==> src/rtl/twi_mem_pkg.sv <==
package twi_mem_pkg;

    typedef enum logic [3:0] {
        S_IDLE,
        S_DEV_ADDR,
        S_DEV_ACK,
        S_WORD_ADDR,
        S_WORD_ACK,
        S_WR_DATA,
        S_WR_ACK,
        S_RD_DATA,
        S_RD_ACK,
        S_IGNORE
    } twi_state_e;

    localparam int BYTE_W = 8;

endpackage

==> src/rtl/twi_line_sync.sv <==
module twi_line_sync #(
    parameter int STAGES = 2
) (
    input  logic clk,
    input  logic rst_n,
    input  logic scl_i,
    input  logic sda_i,
    output logic scl_s,
    output logic sda_s,
    output logic scl_rise,
    output logic scl_fall,
    output logic start_det,
    output logic stop_det
);

    logic [STAGES-1:0] scl_pipe;
    logic [STAGES-1:0] sda_pipe;
    logic              scl_d;
    logic              sda_d;

    always_ff @(posedge clk or negedge rst_n) begin
        if (!rst_n) begin
            scl_pipe <= '1;
            sda_pipe <= '1;
            scl_d    <= 1'b1;
            sda_d    <= 1'b1;
        end else begin
            scl_pipe <= {scl_pipe[STAGES-2:0], scl_i};
            sda_pipe <= {sda_pipe[STAGES-2:0], sda_i};
            scl_d    <= scl_pipe[STAGES-1];
            sda_d    <= sda_pipe[STAGES-1];
        end
    end

    assign scl_s     = scl_pipe[STAGES-1];
    assign sda_s     = sda_pipe[STAGES-1];
    assign scl_rise  = scl_s & ~scl_d;
    assign scl_fall  = ~scl_s & scl_d;
    assign start_det = scl_s & scl_d & sda_d & ~sda_s;
    assign stop_det  = scl_s & scl_d & ~sda_d & sda_s;

endmodule

==> src/rtl/twi_byte_ram.sv <==
module twi_byte_ram #(
    parameter int AW = 4,
    parameter int DW = 8
) (
    input  logic          clk,
    input  logic          we,
    input  logic [AW-1:0] waddr,
    input  logic [DW-1:0] wdata,
    input  logic [AW-1:0] raddr,
    output logic [DW-1:0] rdata
);

    localparam int DEPTH = 1 << AW;

    logic [DW-1:0] cells [DEPTH];

    always_ff @(posedge clk) begin
        if (we) begin
            cells[waddr] <= wdata;
        end
        rdata <= cells[raddr];
    end

endmodule

==> src/rtl/twi_link_fsm.sv <==
module twi_link_fsm
    import twi_mem_pkg::*;
#(
    parameter int         AW       = 4,
    parameter logic [6:0] DEV_ADDR = 7'h50
) (
    input  logic              clk,
    input  logic              rst_n,
    input  logic              sda_s,
    input  logic              scl_rise,
    input  logic              scl_fall,
    input  logic              start_det,
    input  logic              stop_det,
    input  logic [BYTE_W-1:0] rd_data,
    output twi_state_e        state,
    output logic [AW-1:0]     addr_cnt,
    output logic              mem_we,
    output logic [BYTE_W-1:0] mem_wdata,
    output logic              sda_oe
);

    localparam logic [3:0] BITS_DONE = 4'(BYTE_W);

    twi_state_e        nxt;
    logic [3:0]        bit_cnt;
    logic [BYTE_W-1:0] rx_sh;
    logic [BYTE_W-1:0] tx_sh;
    logic              master_ack;
    logic              byte_done;
    logic              dev_match;

    assign byte_done = (bit_cnt == BITS_DONE) & scl_fall;
    assign dev_match = (rx_sh[7:1] == DEV_ADDR);
    assign mem_we    = (state == S_WR_DATA) & byte_done & ~start_det & ~stop_det;
    assign mem_wdata = rx_sh;

    // state register
    always_ff @(posedge clk or negedge rst_n) begin
        if (!rst_n) begin
            state <= S_IDLE;
        end else begin
            state <= nxt;
        end
    end

    // next state
    always_comb begin
        nxt = state;
        if (start_det) begin
            nxt = S_DEV_ADDR;
        end else if (stop_det) begin
            nxt = S_IDLE;
        end else begin
            unique case (state)
                S_IDLE:      nxt = S_IDLE;
                S_DEV_ADDR:  if (byte_done) nxt = dev_match ? S_DEV_ACK : S_IGNORE;
                S_DEV_ACK:   if (scl_fall) nxt = rx_sh[0] ? S_RD_DATA : S_WORD_ADDR;
                S_WORD_ADDR: if (byte_done) nxt = S_WORD_ACK;
                S_WORD_ACK:  if (scl_fall) nxt = S_WR_DATA;
                S_WR_DATA:   if (byte_done) nxt = S_WR_ACK;
                S_WR_ACK:    if (scl_fall) nxt = S_WR_DATA;
                S_RD_DATA:   if (byte_done) nxt = S_RD_ACK;
                S_RD_ACK:    if (scl_fall) nxt = master_ack ? S_RD_DATA : S_IGNORE;
                S_IGNORE:    nxt = S_IGNORE;
                default:     nxt = S_IDLE;
            endcase
        end
    end

    // datapath and line drive
    always_ff @(posedge clk or negedge rst_n) begin
        if (!rst_n) begin
            bit_cnt    <= '0;
            rx_sh      <= '0;
            tx_sh      <= '0;
            master_ack <= 1'b0;
            addr_cnt   <= '0;
            sda_oe     <= 1'b0;
        end else if (start_det || stop_det) begin
            bit_cnt <= '0;
            sda_oe  <= 1'b0;
        end else begin
            unique case (state)
                S_DEV_ADDR, S_WORD_ADDR, S_WR_DATA: begin
                    if (scl_rise) begin
                        rx_sh   <= {rx_sh[BYTE_W-2:0], sda_s};
                        bit_cnt <= bit_cnt + 4'd1;
                    end
                    if (byte_done) begin
                        bit_cnt <= '0;
                        sda_oe  <= (state != S_DEV_ADDR) || dev_match;
                        if (state == S_WORD_ADDR) begin
                            addr_cnt <= rx_sh[AW-1:0];
                        end
                        if (state == S_WR_DATA) begin
                            addr_cnt <= addr_cnt + 1'b1;
                        end
                    end
                end
                S_DEV_ACK: begin
                    if (scl_fall) begin
                        bit_cnt <= '0;
                        if (rx_sh[0]) begin
                            tx_sh  <= rd_data;
                            sda_oe <= ~rd_data[BYTE_W-1];
                        end else begin
                            sda_oe <= 1'b0;
                        end
                    end
                end
                S_WORD_ACK, S_WR_ACK: begin
                    if (scl_fall) begin
                        sda_oe <= 1'b0;
                    end
                end
                S_RD_DATA: begin
                    if (scl_rise) begin
                        bit_cnt <= bit_cnt + 4'd1;
                    end
                    if (scl_fall) begin
                        if (bit_cnt == BITS_DONE) begin
                            bit_cnt  <= '0;
                            sda_oe   <= 1'b0;
                            addr_cnt <= addr_cnt + 1'b1;
                        end else begin
                            tx_sh  <= {tx_sh[BYTE_W-2:0], 1'b0};
                            sda_oe <= ~tx_sh[BYTE_W-2];
                        end
                    end
                end
                S_RD_ACK: begin
                    if (scl_rise) begin
                        master_ack <= ~sda_s;
                    end
                    if (scl_fall) begin
                        if (master_ack) begin
                            tx_sh  <= rd_data;
                            sda_oe <= ~rd_data[BYTE_W-1];
                        end else begin
                            sda_oe <= 1'b0;
                        end
                    end
                end
                default: begin
                    sda_oe <= 1'b0;
                end
            endcase
        end
    end

endmodule

==> src/rtl/twi_mem_slave.sv <==
module twi_mem_slave
    import twi_mem_pkg::*;
#(
    parameter logic [6:0] DEV_ADDR    = 7'h50,
    parameter int         AW          = 4,
    parameter int         SYNC_STAGES = 2
) (
    input  logic clk,
    input  logic rst_n,
    input  logic scl_i,
    input  logic sda_i,
    output logic sda_oe
);

    logic              scl_s;
    logic              sda_s;
    logic              scl_rise;
    logic              scl_fall;
    logic              start_det;
    logic              stop_det;
    twi_state_e        state;
    logic [AW-1:0]     addr_cnt;
    logic              mem_we;
    logic [BYTE_W-1:0] mem_wdata;
    logic [BYTE_W-1:0] rd_data;

    twi_line_sync #(.STAGES(SYNC_STAGES)) u_sync (
        .clk       (clk),
        .rst_n     (rst_n),
        .scl_i     (scl_i),
        .sda_i     (sda_i),
        .scl_s     (scl_s),
        .sda_s     (sda_s),
        .scl_rise  (scl_rise),
        .scl_fall  (scl_fall),
        .start_det (start_det),
        .stop_det  (stop_det)
    );

    twi_link_fsm #(.AW(AW), .DEV_ADDR(DEV_ADDR)) u_fsm (
        .clk       (clk),
        .rst_n     (rst_n),
        .sda_s     (sda_s),
        .scl_rise  (scl_rise),
        .scl_fall  (scl_fall),
        .start_det (start_det),
        .stop_det  (stop_det),
        .rd_data   (rd_data),
        .state     (state),
        .addr_cnt  (addr_cnt),
        .mem_we    (mem_we),
        .mem_wdata (mem_wdata),
        .sda_oe    (sda_oe)
    );

    twi_byte_ram #(.AW(AW), .DW(BYTE_W)) u_ram (
        .clk   (clk),
        .we    (mem_we),
        .waddr (addr_cnt),
        .wdata (mem_wdata),
        .raddr (addr_cnt),
        .rdata (rd_data)
    );

endmodule

==> config.mk <==
export PLATFORM = sky130hd
export DESIGN_NAME = twi_mem_slave
export DESIGN_NICKNAME = d
export VERILOG_FILES = /design/src/rtl/twi_mem_pkg.sv /design/src/rtl/twi_line_sync.sv /design/src/rtl/twi_byte_ram.sv /design/src/rtl/twi_link_fsm.sv /design/src/rtl/twi_mem_slave.sv
export SDC_FILE = /design/constraint.sdc
export NUM_CORES = 1
export LEC_CHECK = 0
export BUFFER_PORTS_ARGS = -buffer_cell sky130_fd_sc_hd__buf_2
export CAP_MARGIN = 20
export CORE_MARGIN = 3
export CORE_UTILIZATION = 60
export DETAILED_ROUTE_END_ITERATION = 6
export GPL_TIMING_DRIVEN = 0
export PLACE_DENSITY = 0.76
export RECOVER_POWER = 50
export SLEW_MARGIN = 25
export SYNTH_ARGS = -nofsm -noshare
export SYNTH_HDL_FRONTEND = slang
export SYNTH_SLANG_ARGS = --single-unit
==> constraint.sdc <==
create_clock -name clk -period 2.8 [get_ports clk]
set_input_delay 0.14 -clock clk [delete_from_list [all_inputs] [get_ports clk]]
set_output_delay 0.14 -clock clk [all_outputs]
set_load 0.02 [all_outputs]
# Word level (Yosys, flattened, before mapping)
# Memory sizes are Yosys's and may differ from the RTL's. A register that Yosys moved wholly into a read port is not among the register bits.
# Cells that the tools add are included.
[word_totals]
regBits = 35
ram_bits = 128
input_bits = 4
n_memories = 1
[memory_table]
columns = ["memory", "words", "word_bits", "rd", "rd_clocked_by_memory_dff", "write_ports", "line", "source"]
rows = [
  ["u_ram.cells", 16, 8, 1, 1, 1, "twi_byte_ram.sv:15", "logic [DW-1:0] cells [DEPTH];"],
]
[classes]
n_reduce_logical = 14
eq_ne = 33
add_sub_neg = 2
bitwise_logic = 20
n_mux = 45
[op_table]
columns = ["op", "count"]
rows = [
  ["$mux W4", 22],
  ["$mux W7", 6],
  ["$ne A4 B1 Y1 const B", 8],
  ["$pmux W4 S8", 1],
  ["$pmux W7 S3", 1],
  ["$ne A3 B1 Y1 const B", 6],
  ["$eq A4 B3 Y1 const B", 4],
  ["$ne A2 B1 Y1 const B", 7],
  ["$eq A4 B4 Y1 const B", 3],
  ["$pmux W4 S3", 1],
  ["$and A1 B1 Y1", 11],
  ["$mux W1", 11],
  ["$not A1 Y1", 9],
  ["$add A4 B1 Y4 const B", 2],
  ["$eq A4 B2 Y1 const B", 2],
  ["$pmux W4 S2", 1],
  ["$reduce_and A8 Y1", 1],
  ["$eq A7 B7 Y1 const B", 1],
  ["$reduce_and A7 Y1", 1],
  ["$reduce_and A3 Y1", 2],
  ["$reduce_and A6 Y1", 1],
  ["$pmux W1 S5", 1],
  ["$reduce_and A5 Y1", 1],
  ["$eq A4 B1 Y1 const B", 1],
  ["other kinds (9)", 10],
]

# Logic depth before layout (Yosys ltp)
# Gate-level depths: netlist (run 1).
[logic_depth]
depth_word = 8
ltp_mapped = 6

# Modules after synthesis
# From an unflattened synthesis (run 1), not the netlist that was laid out.
[hier_totals]
hier_cells = 418
hier_area_um2 = 7178.1
[modules_own_cells]
columns = ["mod", "seq_area_each_um2", "instances", "cells_per_inst", "area_per_inst_um2"]
rows = [
  ["twi_byte_ram", 4003.8, 1, 229, 5147.4],
  ["twi_link_fsm", 725.7, 1, 179, 1840.5],
  ["twi_line_sync", 157.7, 1, 10, 190.2],
]

# Worst setup path after synthesis (run 1)
# No wires, ideal clock.
[synth_path]
kind = "register -> register"
startpoint = "register u_fsm.bit_cnt[0]"
endpoint = "memory u_ram.cells[0][0], enable pin"
path_buffers = 0
setup_ps = 383
arrival_time_ps = 1946
slack_ps = 471
period_less_slack_ps = 2329
path_stages_with_launch = 7
cell_sequence = "dfrtp_1 -> inv_1 -> ha_1 -> nand3b_1 -> nor4_2 -> nand2_1 -> nor3_1"
[synth_via]
elab_chain_len = 7
[synth_lines]
columns = ["element", "line", "source"]
rows = [
  ["from (decl)", "twi_link_fsm.sv:25", "logic [3:0] bit_cnt;"],
  ["from (signal assigned)", "twi_link_fsm.sv:87", "bit_cnt <= bit_cnt + 4'd1;"],
  ["from (signal assigned)", "twi_link_fsm.sv:118", "bit_cnt <= bit_cnt + 4'd1;"],
  ["$eq A4 B4 Y1", "twi_link_fsm.sv:32", "assign byte_done = (bit_cnt == BITS_DONE) & scl_fall;"],
  ["$and A1 B1 Y1", "twi_link_fsm.sv:32", ""],
  ["$and A1 B1 Y1 (3 in a row)", "twi_link_fsm.sv:34", "assign mem_we = (state == S_WR_DATA) & byte_done & ~start_det & ~stop_det;"],
  ["$mux W1", "twi_byte_ram.sv:18", "if (we) begin"],
  ["$mux W1 (implied by the code)", "twi_byte_ram.sv:19", "cells[waddr] <= wdata;"],
  ["to (decl)", "twi_byte_ram.sv:15", ""],
]
# No other way between the ends.

# Final worst setup path (run 1)
[layout_path]
startpoint = "register u_fsm.bit_cnt[0]"
endpoint = "memory u_ram.cells[6][3], enable pin"
# Same word-level chain as after synthesis.

==> results of run 1 <==
==> per-stage QoR <==
step / std cells / hold WS [ps]
after floorplan: 399 / -156
after global placement: 546 / 244
after detailed placement: 546 / 247
after CTS: 581 / 343
after global routing: 581 / 342
final: 581 / 353
==> repair_timing <==
action                     4_1_cts  5_1_grt
hold endpoints to repair        31        0
setup endpoints to repair       16      112
hold buffers                     3        0
gates resized for setup          2       13
==> logic make-up (layout without fill, tap and decap cells) <==
family,Yosys count,count (layout)
AOI/OAI and AO/OA,41,41
xor gates and xnor gates,6,6
adders and majority gates,6,6
buffers and inverters,30,69
DFF,171,171
muxes,63,63
and+or+nand+nor,82,82
==> flip-flops by register name (all words and copies together) (netlist names) <==
signal / flops
u_fsm.bit_cnt: 4
u_sync.sda_pipe: 2
u_fsm.tx_sh: 7
u_fsm.sda_oe: 1
u_sync.scl_pipe: 2
u_sync.sda_d: 1
u_fsm.state: 4
u_sync.scl_d: 1
u_ram.rdata: 8
u_fsm.mem_wdata: 8
u_fsm.addr_cnt: 4
u_ram.cells: 128
u_fsm.master_ack: 1
==> cell usage after synthesis, types with 4 or more instances <==
master,count
nor2_1,21
dfrtp_1,29
nand2_1,12
mux4_2,12
nor3_1,6
nand3_1,6
mux4_1,28
mux2_2,13
o21ai_0,7
edfxtp_1,128
mux2i_1,4
nand2b_1,5
dfxtp_1,8
nand3b_1,5
a21oi_1,6
buf_2,6
clkbuf_1,7
mux2_4,6
and3_1,4
dfstp_2,6
ha_1,6
inv_1,7
==> layer usage <==
metal | track usage | share of wire
met5 | 0 | 0
met4 | 0.0928 | 0.028
met3 | 0.0591 | 0.056
met2 | 0.336 | 0.48
met1 | 0.324 | 0.43
==> critical path: cells and delay by family (launching register included) <==
kind	cells	cell delay [ps]
AND/OR/NAND/NOR	4	1670
adder cells (fa/ha/maj)	1	170
buffers and inverters	1	80
flip-flops	1	430
==> report_power, final <==
group / leakage (nW) / internal (mW) / switching [mW]
Combinational: 0.818 / 0.210 / 0.219
Clock: 0.255 / 1.14 / 0.963
Sequential: 1.66 / 3.09 / 0.380
Total: 2.74 / 4.45 / 1.56
==> worst paths after layout <==
check                                      to                from  slack, ps  cells after the start
max reg2reg                 u_ram.cells[6][3]    u_fsm.bit_cnt[0]         60                      6
min reg2reg                u_sync.scl_pipe[1]  u_sync.scl_pipe[0]        360                      0
min                        u_sync.scl_pipe[0]               scl_i        350                      2
max                         u_ram.cells[6][3]    u_fsm.bit_cnt[0]         60                      6
min in group asynchronous      u_fsm.tx_sh[6]               rst_n        760                      2
max in group asynchronous  u_fsm.mem_wdata[2]               rst_n        960                      2
==> cell type report <==
cell class                 instances  share of cell area
sequential                       171               0.603
multi-input combinational        198               0.282
clock buffer                      20              0.0539
tap                              143              0.0221
buffer                            23              0.0185
clock inverter                    12              0.0111
timing repair buffer               7             0.00587
inverter                           7             0.00324
==> metrics, run 1 <==
total global routing overflow=0; largest area contributor in the netlist=edfxtp_1; WS Path Type=register to register; crit-path max FO=8; row count=39; Synth async-reset ratio=0.205; clock skew=13.3 ps; TritonCTS clock tree=yes; FMAX=365 MHz; register bit total from synthesis=171; Post-Syn Instances=399; DRC Markers=0; Cell Pwr Density=~740 mW/mm²; Post-layout nets=435; final worst slack=between 60 and 70 ps; Max transition margin=-0.247; Fillers=726; share of layout cells above drive strength 1=0.233; vias=3797; sequential-to-total area share from yosys stat=0.672; # H-tree levels=4; Cell Area, Synth=0.00727 mm²; largest net degree at the start of global routing=36; Core Region=0.0116 mm²; total CTS buffers=17; Detailed Routing Iterations Pass 1=5; Overall Global Routing Usage=0.226; initial antenna violation count=0; final hold viol count=0; Max clock buf depth=2; vias in the first global route=3707; first-pass GRT wire length=around 22 mm; Final GP Congestion=0.840; Die Area=0.0135 mm²; post-route setup TNS=0 ps; post-synth cell types=68; RSZ-0062 raised after global routing=yes; final setup vio count=0; leakage=2.74 nW; Initial Util=0.626; multi-input logic area=between 0.002 and 0.0025 mm²; WP data arrival=2790 ps; Post-Synth XOR/XNOR Area=0.00723; most frequent cells in the layout=edfxtp_1, dfrtp_1, mux4_1; Synth Flop Type=edfxtp_1; die height=116 µm; die width=~120 µm; Crit path required time=2850 ps; violated checks=max-capacitance violations, max-slew violations; Post-Synth Simple-Gate Area=0.0662; Vias/cell=6.54; fin util=0.697; Final Slew Violations=36; period utilization=0.978; mux cell area share after synthesis=0.176; Max Cap Viol=1; # IOs=5; share of the synthesized area in the top cell type=0.528; DP HPWL=between 8 and 9 mm; WL final=13.9 mm; antenna cells=0; Design Area, Final=0.00810 mm²; Avg Synthesized Cell Area=18.2 µm²; Placed Instance Area=0.00749 mm²; FF+latch area=0.00489 mm²; Worst-Margin Slew=between 1500 and 2000 ps; Pwr Total=6.01 mW; Post-Synth Adder-Cell Area=0.0103; Setup Buffers After CTS=0; clk_lat worst skew=430 ps; Critical Path Source Type=register; Mapped Nets=around 400; top area cells in the synthesized netlist=edfxtp_1, mux4_1, dfrtp_1; number of synthesized flops with an enable pin=128; critical path endpoint category=register; Synth Area in Compound Gates=0.0437; VDD IR max=approximately 0.60 mV; YS warnings=0; initial DRC count=340; clk sinks=around 170; largest family of logic cells by synthesized area=multiplexers; WL/cell=23.8 µm; slowest CP cell=nor2_1; status=finished, violations left; clock root cell=clkbuf_16; CP cell instances=inv_1, ha_1, nand3b_1, nor4_2, nand2_1, nor2_1; Tmin final=around 2700 ps; Clk pin slew, worst setup/hold paths=70 ps; Layout area overhead=11.4%; count of input and output buffers=4; commonest non-fill, non-tap cell in the layout=edfxtp_1; dpl ws=-49.8 ps; Hold Path Class=primary input to register; slowest stage delay, CP=650 ps; ANT nets after route=0
Note: power is estimated with default switching activity, not from simulation.
==> run 2: changes to the inputs <==
CTS_BUF_LIST = sky130_fd_sc_hd__clkbuf_16   (was unset)
==> run 2 against run 1 <==
  * The flow still finishes with violations (max-capacitance violations, max-slew violations)
  * First-iteration DRC count up 6.8%
  * Routed wire length up 0.56%
  * Sequential share of layout area unchanged
  * Register-to-register slack about the same
  * Hold slack worse by 0.95 ps
  * Via count down 0.13%
  * Non-clock buffer count unchanged
  * Critical path depth unchanged
  * Die area unchanged
  * Power down 0.14%
  * Cell area unchanged
  * Sequential power about the same
  * Largest power group unchanged
  * Highest routed layer unchanged
==> metrics, run 2 (synthesis results as in run 1) <==
status=finished, violations left (unchanged); violated checks=max-capacitance violations, max-slew violations (unchanged); most frequent cells in the layout=edfxtp_1, dfrtp_1, mux4_1 (unchanged); FF-to-FF Start=u_fsm.bit_cnt[0] (unchanged); multi-input logic area=0.00228 mm² (unchanged); worst flop-to-flop path endpoint=u_ram.cells[6][3] (unchanged); WS Path Type=register to register (unchanged); Layout area overhead=11.4% (unchanged); Sw Pwr=1.56 mW (about the same); total global routing overflow=0 (unchanged); Fillers=726 (unchanged); Clk pin slew, worst setup/hold paths=70 ps (about the same); cell-internal power=4.43 mW (was 4.45 mW); Logic pwr share=0.072 (was 0.071); WL final=13.9 mm (about the same); Vias/cell=6.53 (was 6.54); Top reg by flops=u_ram.cells (unchanged); leakage=2.75 nW (was 2.74 nW); Die Area=0.0135 mm² (unchanged); clock skew=14.2 ps (was 13.3 ps); Switching Share=0.261 (was 0.260); clk sinks=171 (unchanged); # H-tree levels=4 (unchanged); hold_sp=scl_i (unchanged); TritonCTS clock tree=yes (unchanged); FF+latch area=0.00489 mm² (unchanged); die width=116 µm (unchanged); ANT nets after route=0 (unchanged); clock root cell=clkbuf_16 (unchanged); Clock power frac=0.348 (was 0.351); R2R setup slack=60 ps (about the same); R2R depth=6 (unchanged); Tmin final=2740 ps (about the same); Hold Path Class=primary input to register (unchanged); share of layout cells above drive strength 1=0.233 (unchanged); Setup Buffers After CTS=0 (unchanged); WP data arrival=2790 ps (about the same); DRC Markers=0 (unchanged); row count=39 (unchanged); Initial Util=0.626 (unchanged); antenna cells=0 (unchanged); # IOs=5 (unchanged); Post-layout nets=435 (unchanged); Overall Global Routing Usage=0.226 (about the same); Max Cap Viol=1 (unchanged); Max clock buf depth=2 (unchanged); initial DRC count=363 (was 340); Core Region=0.0116 mm² (unchanged); clk_lat worst skew=430 ps (about the same); crit-path max FO=8 (unchanged); fin util=0.697 (unchanged); period utilization=0.977 (was 0.978); initial antenna violation count=0 (unchanged); Worst-Margin Slew=1870 ps (about the same); final hold viol count=0 (unchanged); Cell Pwr Density=741 mW/mm² (was 742 mW/mm²); largest net degree at the start of global routing=36 (unchanged); VDD IR max=0.594 mV (was 0.598 mV); Final Slew Violations=36 (unchanged); count of input and output buffers=4 (unchanged); Design Area, Final=0.00810 mm² (unchanged); Min-Delay Endpoint=u_sync.scl_pipe[0] (unchanged); sequential share of power=0.580 (was 0.578); final setup vio count=0 (unchanged); vias in the first global route=3704 (was 3707); Final GP Congestion=0.840 (unchanged); Largest register FFs=128 (unchanged); vias=3792 (was 3797); Detailed Routing Iterations Pass 1=5 (unchanged); hold path cells=2 (unchanged); critical path endpoint category=register (unchanged); Crit path required time=2850 ps (about the same); post-route setup TNS=0 ps (unchanged); WL/cell=24.0 µm (was 23.8 µm); commonest non-fill, non-tap cell in the layout=edfxtp_1 (unchanged); first-pass GRT wire length=21.5 mm (about the same); Max transition margin=-0.250 (was -0.247); total CTS buffers=17 (unchanged); die height=116 µm (unchanged); RSZ-0062 raised after global routing=yes (unchanged); DP HPWL=8.62 mm (unchanged); Critical Path Source Type=register (unchanged); FMAX=366 MHz (was 365 MHz); Placed Instance Area=0.00749 mm² (unchanged)
## run 2: through the flow
stage	power [mW]	instances	hold WS, ps	setup slack, ps
after floorplan	3.67	399	-156	471
after global placement	3.90	546	244	-179
after detailed placement	3.94	546	247	-49.8
after CTS	6.02	581	343	42.5
after global routing	6.23	581	342	-150
final	6.00	581	352	64.1
## run 2: worst max-delay path by stage
stage                     start  slack [ps]            endpoint  cells after the start
6_report       u_fsm.bit_cnt[0]          60   u_ram.cells[6][3]                      6
5_1_grt        u_fsm.bit_cnt[0]        -150  u_ram.cells[14][3]                      6
4_1_cts        u_fsm.bit_cnt[0]          40   u_ram.cells[9][2]                      6
3_5_place_dp   u_fsm.bit_cnt[0]         -50  u_ram.cells[10][1]                      6
3_3_place_gp   u_fsm.bit_cnt[0]        -180   u_ram.cells[2][0]                      6
2_1_floorplan  u_fsm.bit_cnt[0]         470   u_ram.cells[0][0]                      6
## run 2: per-layer routing
metal,share of wire,global-route usage
met5,0,0
met4,0.025,0.0928
met3,0.055,0.0591
met2,0.49,0.336
met1,0.43,0.325
## run 2: power groups by stage
stage	logic [mW]	registers, mW	clock network (mW)
final	0.431	3.48	2.09
after global routing	0.476	3.52	2.23
after CTS	0.425	3.47	2.13
after detailed placement	0.418	3.52	0
after global placement	0.406	3.49	0
after floorplan	0.336	3.34	0
## run 2: area by class of cell
type | instances | share of cell area
buffer | 23 | 0.0185
clock buffer | 17 | 0.0525
clock inverter | 15 | 0.0125
inverter | 7 | 0.00324
multi-input combinational | 198 | 0.282
sequential | 171 | 0.603
tap | 143 | 0.0221
timing repair buffer | 7 | 0.00587
## run 2: what timing repair did
item                       in CTS  in global routing
gates resized for setup         2                 13
hold buffers                    3                  0
hold endpoints to repair       31                  0
setup endpoints to repair      16                112
## run 2: critical path, cell delays in order, from the launching register on
cell	delay (ps)
dfrtp_1	430
inv_1	80
ha_1	170
nand3b_1	250
nor4_2	520
nand2_1	260
nor2_1	640
